File: config.mk
export PLATFORM = sky130hd
export DESIGN_NAME = load_use_stall
export DESIGN_NICKNAME = d
export VERILOG_FILES = /design/src/rtl/load_use_stall.sv
export SDC_FILE = /design/constraint.sdc
export NUM_CORES = 1
export LEC_CHECK = 0
export ABC_AREA = 1
export BUFFER_PORTS_ARGS = -buffer_cell sky130_fd_sc_hd__buf_2
export CAP_MARGIN = 20
export CORE_AREA = 2 2 39 41
export DETAILED_ROUTE_END_ITERATION = 6
export DIE_AREA = 0 0 41 43
export SLEW_MARGIN = 20
export SYNTH_ARGS = -nofsm -noshare
export SYNTH_HDL_FRONTEND = slang
export SYNTH_SLANG_ARGS = --single-unit
File: constraint.sdc
create_clock -name vclk -period 0.8
set_input_delay 0 -clock vclk [all_inputs]
set_output_delay 0 -clock vclk [all_outputs]
set_load 0.01 [all_outputs]
File: src/rtl/load_use_stall.sv
module load_use_stall #(
  parameter int REG_W   = 5,
  parameter bit SKIP_R0 = 1'b1
) (
  input  logic             clk,
  input  logic             rst_n,
  input  logic             idex_memrd,
  input  logic [REG_W-1:0] idex_rt,
  input  logic [REG_W-1:0] ifid_rs,
  input  logic [REG_W-1:0] ifid_rt,
  output logic             pc_we,
  output logic             ifid_we,
  output logic             ctrl_zero
);

  localparam logic [REG_W-1:0] ZERO_REG = '0;

  logic dst_live;
  logic hit_rs;
  logic hit_rt;
  logic stall;

  generate
    if (SKIP_R0) begin : g_skip_r0
      assign dst_live = (idex_rt != ZERO_REG);
    end else begin : g_all_regs
      assign dst_live = 1'b1;
    end
  endgenerate

  assign hit_rs = (idex_rt == ifid_rs);
  assign hit_rt = (idex_rt == ifid_rt);
  assign stall  = idex_memrd & dst_live & (hit_rs | hit_rt);

  assign pc_we     = ~stall;
  assign ifid_we   = ~stall;
  assign ctrl_zero = stall;

  AST_RS_MATCH: assert property (@(posedge clk) disable iff (!rst_n)
    (idex_memrd && idex_rt != ZERO_REG && idex_rt == ifid_rs) |-> ctrl_zero);
  AST_RT_MATCH: assert property (@(posedge clk) disable iff (!rst_n)
    (idex_memrd && idex_rt != ZERO_REG && idex_rt == ifid_rt) |-> ctrl_zero);
  AST_FREEZE: assert property (@(posedge clk) disable iff (!rst_n)
    ctrl_zero |-> (!pc_we && !ifid_we));
  AST_NO_LOAD: assert property (@(posedge clk) disable iff (!rst_n)
    !idex_memrd |-> (pc_we && ifid_we && !ctrl_zero));
  AST_ONE_BUBBLE: assert property (@(posedge clk) disable iff (!rst_n)
    ctrl_zero |=> !ctrl_zero);

  generate
    if (SKIP_R0) begin : g_r0_check
      AST_R0_QUIET: assert property (@(posedge clk) disable iff (!rst_n)
        (idex_rt == ZERO_REG) |-> !ctrl_zero);
    end
  endgenerate

endmodule

Yosys cells after proc, flatten, opt, wreduce, memory -nomap -nowiden

Index checks and enable logic that the tools add are counted.

$add $sub $neg: 0
Multiply operators: 0
Div/mod/pow operators: 0
Order comparisons: 0
Equality and inequality tests: 2
Shift operators: 0
Mux-type cells: 0
Bitwise gates (word level): 4
Reduce and logical (&&, ||, !) cells: 1

Operator list:

| kind               | number |
|---|---|
| $eq A5 B5 Y1       | 2 |
| $reduce_bool A5 Y1 | 1 |
| $and A1 B1 Y1      | 2 |
| $not A1 Y1         | 1 |
| $or A1 B1 Y1       | 1 |

Bits in registers: 0
Latch bits: 0
RAM bits: 0
ROM bits: 0
Word-level logic and storage cells: 7
Memories: 0

Depth between registers and ports, before layout

Gate-level depths: netlist of the first run.

Depth after elaboration: 4
Gate-level depth with buffers: 8
Depth with buffers taken out: 7

Worst setup path after synthesis of the first run

OpenSTA, ideal clock, no wires.

Kind: input to output
Start: input ifid_rs[4]
End: output pc_we
Data arrival time: 0.622 ns
Data required time: 0.800 ns
Setup slack: 0.178 ns
Cell stages on the path: 8
Path buffers: 1
Path through: inv_1 > nand2_1 > nand2_2 > nor2_2 > nand3_2 > nand2_1 > nand2_1 > buf_4

Word-level cells in the longest chain between the ends: 4

Ends and longest elaborated chain:

| element            | RTL line | text |
|---|---|---|
| start: declaration | 9        | `input logic [REG_W-1:0] ifid_rs,` |
| $eq A5 B5 Y1       | 31       | `assign hit_rs = (idex_rt == ifid_rs);` |
| $or A1 B1 Y1       | 33       | `assign stall = idex_memrd & dst_live & (hit_rs \| hit_rt);` |
| $and A1 B1 Y1      | 33       |  |
| $not A1 Y1         | --       |  |
| end: declaration   | 11       | `output logic pc_we,` |

Every way passes these cells.

Final worst setup path of the first run

Start: input ifid_rt[0]
End: output ifid_we

Word-level cells in the longest chain between the ends: 4

Ends and longest elaborated chain:

| element            | RTL line | text |
|---|---|---|
| start: declaration | 10       | `input logic [REG_W-1:0] ifid_rt,` |
| $eq A5 B5 Y1       | 32       | `assign hit_rt = (idex_rt == ifid_rt);` |
| $or A1 B1 Y1       | 33       |  |
| $and A1 B1 Y1      | 33       |  |
| $not A1 Y1         | 36       | `assign ifid_we = ~stall;` |
| end: declaration   | 12       | `output logic ifid_we,` |

Every way passes these cells.

==> results of run 1 <==
## cell usage after synthesis (all sizes together)
library cell,count,area share (%)
xor2,1,3.8
nand3,3,8.6
buf,1,3.2
nand2,24,41
nor2,4,8.6
nor3,1,2.2
a21oi,1,3.8
xnor2,2,7.6
inv,13,21
## kinds of logic after synthesis
kind of cell | after synthesis | share of synthesized area (%)
and+or+nand+nor | 32 | 60.5
buffers and inverters | 14 | 24.3
xor gates and xnor gates | 3 | 11.4
AOI/OAI and AO/OA | 1 | 3.78
## tightest hold or removal path: cells and delay by family
kind	cells	cell delay (ns)
buffers and inverters	2	0.23
AND/OR/NAND/NOR	1	0.08
AO/OA/AOI/OAI	1	0.03
## worst max path at each step
stage / start / endpoint / slack, ns
CTS: idex_rt[4] / pc_we / 0.04
floorplan: ifid_rs[4] / pc_we / 0.18
detailed placement: idex_rt[4] / pc_we / 0.04
global route: ifid_rt[0] / pc_we / -0.002
global placement: idex_rt[4] / pc_we / 0.04
finish: ifid_rt[0] / ifid_we / 0.06
## per-stage QoR
stage	setup TNS, ns	cells
after floorplan	0	50
after global placement	0	84
after detailed placement	0	84
after CTS	0	84
after global routing	-0.00310	84
final	0	84
## cell usage in the layout, fill, tap and decap left out
cell and instances:
buf_6 3, inv_1 8, a21oi_2 1, inv_2 5, nand3_1 2, nand3_2 1, nor2_2 2, nor3_2 1
xor2_1 1, xnor2_1 2, nand2_2 2, nand2_1 22, buf_4 2, nor2_1 2, buf_2 14
## power by group
part,switching [mW],internal [mW],leakage (nW)
clock network,0,0,0
logic,0.0824,0.0835,0.240
registers,0,0,0
## cell type report
class,instances,area share (%)
Timing Repair Buffer,19,32.3
Inverter,13,13.3
Multi-Input combinational cell,36,49.0
Tap cell,16,5.44
## layer usage
layer	global-route usage [%]	wire [um]
met1	8.23	230
met2	11.6	292
met3	0	42
met4	0	0
met5	0	0
==> summary.txt, run 1 <==
Synth
  • Post-Syn Area: 231 um2
  • Synth warnings: 0
  • Post-Synthesis Cells: 50
  • Sequential element share of the synthesized area: 0%
  • Unique masters post-synth: 13
  • Syn nets: 68
  • Syn_area_per_cell: ~4.6 um2

GRT
  • Total track usage: 6.29%
  • Overflow after GRT: 0
  • Largest net degree at the start of global routing: 5
  • Vias in the first global route: 239
  • First-pass GRT wire length: 841 um
  • Initial antenna violation count: 0

Worst setup path
  • CP bufs+invs: 2
  • Crit path largest cell delay: 0.14 ns
  • Crit-path cells: buf_6 -> xor2_1 -> nor2_1 -> nand3_1 -> nand2_1 -> nand2_1 -> buf_2
  • CP Depth: 7
  • Critical Path AT: 0.74 ns
  • Most common cell on crit path: nand2_1
  • Crit path capture type: output port
  • Startpoint Class: input port
  • Worst EP required: 0.80 ns
  • Critical path fanouts, max: 2
  • Top cell family by delay on the critical path: simple AND/OR/NAND/NOR gates
  • Critical path type: in2out
  • Slowest cell on the critical path: xor2_1

Layout
  • Register area: 0 um2
  • Seq Cell Count: 0
  • # clk buffers: 0
  • Synth-to-Final Area Change: 58.9%
  • Total Nets Final: between 80 and 90
  • Final core occ: 26.6%
  • Diodes inserted: 0
  • Multi-input logic area: 180 um2
  • # fillers: 161
  • Finished Cell Area: 368 um2
  • Share of cells above drive strength 1: a little under half

Power
  • Pwr Density: 451 nW/um2
  • Peak supply drop: 0.133 mV
  • Power, Total: 0.166 mW
  • P_leak: 0.240 nW

Die
  • # rows: 14
  • DIE AREA: 1760 um2
  • Die X: between 40 and 50 um
  • I/O Pins: 21
  • Starting Density: approximately 17%
  • Die height: 43 um
  • Core footprint: between 1000 and 1500 um2

Outcome
  • Outcome: finished clean

Detailed routing
  • Number of DRC markers in iteration 0: 3
  • Vias per cell: roughly 3.7
  • Final ANT Viol Nets: 0
  • Post-route DRC violation count: 0
  • Total wire length: around 570 um
  • Drt first pass iters: 5
  • Routed via count: between 300 and 400
  • Drt wl/cell: just under 7 um

Timing
  • Finish-stage setup viols: 0
  • Worst rel slew slack: 88.9%
  • RSZ-0062 raised after global routing: true
  • Fmax: between 1 and 1.5 GHz
  • Max-slew violations: 0
  • Final hold slack: 0.341 ns
  • Tcrit/Tclk final: 92.4%
  • Final hold violations: 0
  • Minimum clock period: approximately 0.74 ns
  • Worst-Margin Slew: 0.165 ns
  • Setup ws final: 0.0609 ns

Flow run
  • Number of max-cap violations: 0

Min path
  • Hold Startpoint: idex_memrd
  • HP Class: in2out
  • Hold Path Depth: 4
  • Worst Hold End: ctrl_zero

Placement
  • Final GP Congestion: 0.641
  • Placed Area: 339 um2
  • Place WS: 0.0421 ns
  • I/O Buffers: 19
  • Dpl hpwl: 504 um

Clock network
  • Postcts setup bufs: 0
  • Hold-fix buffers at CTS: 0
  • Post-CTS sizing: 0
Power figures use the tool's default switching activity.
==> inputs of run 2 (changes only) <==
- CORE_AREA: 2 2 39 41 -> 5 5 42 44
- DIE_AREA: 0 0 41 43 -> 0 0 47 49
==> run 2 against run 1 <==
Count of clock-buffer cells in the layout unchanged. Largest power group unchanged. Sequential cell count did not move. Non-clock buffer count unchanged.
==> summary.txt, run 2 (synthesized netlist as in run 1, its figures left out) <==
Outcome
  • Outcome: finished clean

GRT
  • Largest net degree at the start of global routing: 5
  • Busiest grt layer: met2
  • Overflow after GRT: 0
  • Vias in the first global route: 284
  • M1 GR Usage: roughly 6.5%
  • First-pass GRT wire length: 1.05 mm
  • Met3 Usage GRT: 0%
  • Initial antenna violation count: 0
  • Met2 Track Usage GR: roughly 11%
  • Total track usage: between 5 and 6%

Power
  • Power, Total: 0.176 mW
  • Share of power burned in registers: 0%
  • Pwr Density: roughly 460 nW/um2
  • Internal cell power: 0.0904 mW
  • Combinational fraction of design power: 100.0%
  • Clock network fraction of total power: 0%
  • Peak supply drop: 0.146 mV
  • Sw Share: 48.5%
  • P_leak: 0.244 nW
  • Psw: 0.0851 mW

Worst setup path
  • Worst EP required: roughly 0.8 ns
  • Critical Path Start: ifid_rt[0]
  • Critical path fanouts, max: 2
  • Slowest cell on the critical path: xor2_1
  • Crit path capture type: output port
  • Startpoint Class: input port
  • Crit path largest cell delay: 0.14 ns
  • Critical Path AT: 0.73 ns
  • Critical path type: in2out
  • Crit-path cells: buf_6 -> xor2_1 -> nor2_1 -> nand3_1 -> nand2_1 -> nand2_1 -> buf_2
  • Most common cell on crit path: nand2_1

Placement
  • Dpl hpwl: about 600 um
  • I/O Buffers: 19
  • Final GP Congestion: roughly 0.65

Detailed routing
  • Post-route DRC violation count: 0
  • Routed via count: 306
  • Vias per cell: 3.64
  • Number of DRC markers in iteration 0: 1
  • Drt wl/cell: 7.57 um
  • Total wire length: about 640 um
  • Drt first pass iters: 2
  • Final ANT Viol Nets: 0

Clock network
  • Postcts setup bufs: 0

Timing
  • Fmax: 1.36 GHz
  • RSZ-0062 raised after global routing: true
  • Worst rel slew slack: 89.1%
  • Final hold violations: 0
  • Tcrit/Tclk final: between 90% and 100%
  • Worst-Margin Slew: roughly 0.16 ns
  • Final hold slack: 0.337 ns
  • Max-slew violations: 0
  • Minimum clock period: 0.734 ns
  • Finish-stage setup viols: 0

Layout
  • Seq Cell Count: 0
  • Share of cells above drive strength 1: 51.5%
  • Commonest non-fill, non-tap cell in the layout: nand2_1
  • # clk buffers: 0
  • Most frequent cells in the layout: 17 x nand2_1, 13 x buf_2, 8 x inv_1
  • Register area: 0 um2
  • Diodes inserted: 0
  • Total Nets Final: 88
  • Final core occ: 27.5%
  • Synth-to-Final Area Change: 66.5%
  • # fillers: 163

Min path
  • HP Class: in2out
  • Hold Startpoint: idex_memrd
  • Hold Path Depth: 4

Die
  • I/O Pins: 21
  • Die height: around 49 um
  • Core footprint: between 1000 and 1500 um2
  • # rows: 14
  • Die X: 47 um
  • DIE AREA: 2300 um2
  • Starting Density: around 17%

Flow run
  • Number of max-cap violations: 0
## run 2: worst max-delay path, delay by kind of cell
| kind | cells | cell delay [ns] |
|---|---|---|
| and+or+nand+nor | 4 | 0.37 |
| buffers and inverters | 2 | 0.22 |
| xor gates and xnor gates | 1 | 0.14 |
## run 2: cell type report
class | instances | area (um2) | area share, %
repair buffers | 19 | 129 | 33.4
multi-input cells | 36 | 188 | 48.7
well taps | 16 | 20.0 | 5.19
inverters | 13 | 48.8 | 12.7
## run 2: path summary, 6_finish.rpt
path | end
worst min-delay path | ctrl_zero
worst max-delay path | ifid_we
## run 2: metal layers
layer	vias up	wire, um
li1	178	-
met1	120	239
met2	8	351
met3	0	46
met4	0	0
met5	-	0
## run 2: what timing repair did
action | 4_1_cts | 5_1_grt
setup endpoints to repair | 0 | 3
resized for setup | 0 | 14
hold endpoints to repair | 0 | 0
hold buffers | 0 | 0
## run 2: stage by stage
step	setup WS (ns)	TNS, ns	std cells	instance area, um2
floorplan	0.178	0	50	231
global placement	0.0428	0	84	339
detailed placement	0.0324	0	84	339
CTS	0.0258	0	84	339
global route	-0.0347	-0.0688	84	385
finish	0.0656	0	84	385
## run 2: power by group through the flow
stage | Clock, mW | Sequential (mW) | Combinational [mW]
floorplan | 0 | 0 | 0.0863
global placement | 0 | 0 | 0.149
detailed placement | 0 | 0 | 0.152
CTS | 0 | 0 | 0.153
global route | 0 | 0 | 0.200
finish | 0 | 0 | 0.176
==> inputs of run 3 (changes only) <==
- SETUP_SLACK_MARGIN: unset -> 0.1
==> run 3 against run 2 <==
Via count up 6.5%. First-iteration DRC count did not move. Sequential cell count unchanged. Count of clock-buffer cells in the layout did not move. Design area is 23% higher. Cell count unchanged. Largest power group unchanged. Highest routed layer unchanged. Critical path depth up 2. Utilization grew 6.3 points.
==> summary.txt, run 3 (synthesized netlist as in run 1, its figures left out) <==
Outcome
  • Outcome: finished clean

Worst setup path
  • CP bufs+invs: 3
  • Critical Path AT: 0.70 ns
  • Most common cell on crit path: nand2_2
  • Crit path capture type: output port
  • Worst EP required: 0.80 ns
  • Critical path fanouts, max: 3
  • Crit-path cells: buf_6 -> inv_4 -> nand2_2 -> nand2_1 -> nor2_2 -> nand3_2 -> nand2_2 -> nand2_2 -> buf_6
  • Top cell family by delay on the critical path: simple AND/OR/NAND/NOR gates
  • Critical path type: in2out
  • Slowest cell on the critical path: buf_6
  • Crit path largest cell delay: between 0.1 and 0.15 ns
  • Startpoint Class: input port

Detailed routing
  • Routed via count: about 330
  • Post-route DRC violation count: 0
  • Drt wl/cell: 8.57 um
  • Vias per cell: 3.88
  • Final ANT Viol Nets: 0
  • Number of DRC markers in iteration 0: 1
  • Drt first pass iters: 4
  • Total wire length: between 700 and 800 um

Clock network
  • Hold-fix buffers at CTS: 0
  • Postcts setup bufs: 0

GRT
  • Initial antenna violation count: 0
  • First-pass GRT wire length: 1.05 mm
  • Total track usage: 5.54%
  • Overflow after GRT: 0
  • Largest net degree at the start of global routing: 5
  • Vias in the first global route: 292

Layout
  • Diodes inserted: 0
  • Register area: 0 um2
  • Multi-input logic area: between 200 and 250 um2
  • Seq Cell Count: 0
  • Share of cells above drive strength 1: 67.6%
  • Finished Cell Area: 474 um2
  • Total Nets Final: 88
  • # fillers: 160
  • # clk buffers: 0
  • Most frequent cells in the layout: 12 x nand2_2, 12 x nand2_1, 12 x buf_6
  • Synth-to-Final Area Change: 105%

Placement
  • Placed Area: 339 um2
  • I/O Buffers: 19
  • Final GP Congestion: 0.653
  • Dpl hpwl: 583 um

Timing
  • RSZ-0062 raised after global routing: true
  • Max-slew violations: 0
  • Finish-stage setup viols: 0
  • Worst rel slew slack: 88.8%
  • Total Neg Setup Slack: 0 ns
  • Tcrit/Tclk final: 87.8%
  • Worst-Margin Slew: 0.167 ns
  • Fmax: 1.42 GHz
  • Minimum clock period: 0.702 ns
  • Final hold violations: 0

Die
  • DIE AREA: 2300 um2
  • I/O Pins: 21
  • Die X: around 47 um
  • # rows: 14
  • Die height: 49 um
  • Core footprint: 1400 um2
  • Starting Density: 16.5%

Flow run
  • Number of max-cap violations: 0

Power
  • Power, Total: 0.228 mW
  • P_leak: 0.266 nW
  • Pwr Density: a little under 500 nW/um2
  • Peak supply drop: 0.153 mV

Min path
  • HP Class: in2out
==> run 3: final timing paths <==
| path | start | end | cells past startpoint |
|---|---|---|---|
| setup / recovery | idex_rt[1] | ifid_we | 9 |
| hold / removal | idex_memrd | ctrl_zero | 4 |
==> run 3: through the flow <==
stage / std cells / setup WS [ns] / utilization [%] / hold WS [ns]
3_3_place_gp: 84 / 0.0428 / 24.2 / 0.342
5_1_grt: 84 / 0.0280 / 33.8 / 0.351
6_report: 84 / 0.0980 / 33.8 / 0.340
3_5_place_dp: 84 / 0.0324 / 24.2 / 0.341
2_1_floorplan: 50 / 0.178 / - / 0.120
4_1_cts: 84 / 0.0454 / 25.9 / 0.341
==> run 3: area by class of cell <==
class	instances	area share, %
inverter	13	11.3
tap	16	4.22
multi-input combinational	36	46.4
timing repair buffer	19	38.0
==> run 3: where the power goes <==
| group | internal (mW) | leakage [nW] | switching, mW | total [mW] |
|---|---|---|---|---|
| Clock | 0 | 0 | 0 | 0 |
| Sequential | 0 | 0 | 0 | 0 |
| Combinational | 0.123 | 0.266 | 0.105 | 0.228 |
==> run 3: what timing repair did <==
| action | 4_1_cts | 5_1_grt |
|---|---|---|
| setup endpoints to repair | 3 | 3 |
| pin swaps | 8 | 18 |
| gates resized for setup | 6 | 31 |
| cloned | 0 | 0 |
==> run 3: tightest hold or removal path: cells and delay by family <==
kind | cells | cell delay [ns]
AND/OR/NAND/NOR | 1 | 0.08
buffers and inverters | 2 | 0.22
AO/OA/AOI/OAI | 1 | 0.03
==> run 3: per-layer routing <==
metal | part of all wire (%) | GRT usage [%] | vias to the layer above
met5 | 0 | 0 | -
met4 | 0 | 0 | 0
met3 | 6.3 | 0 | 0
met2 | 57 | 11.3 | 10
met1 | 37 | 6.30 | 136
li1 | - | - | 180
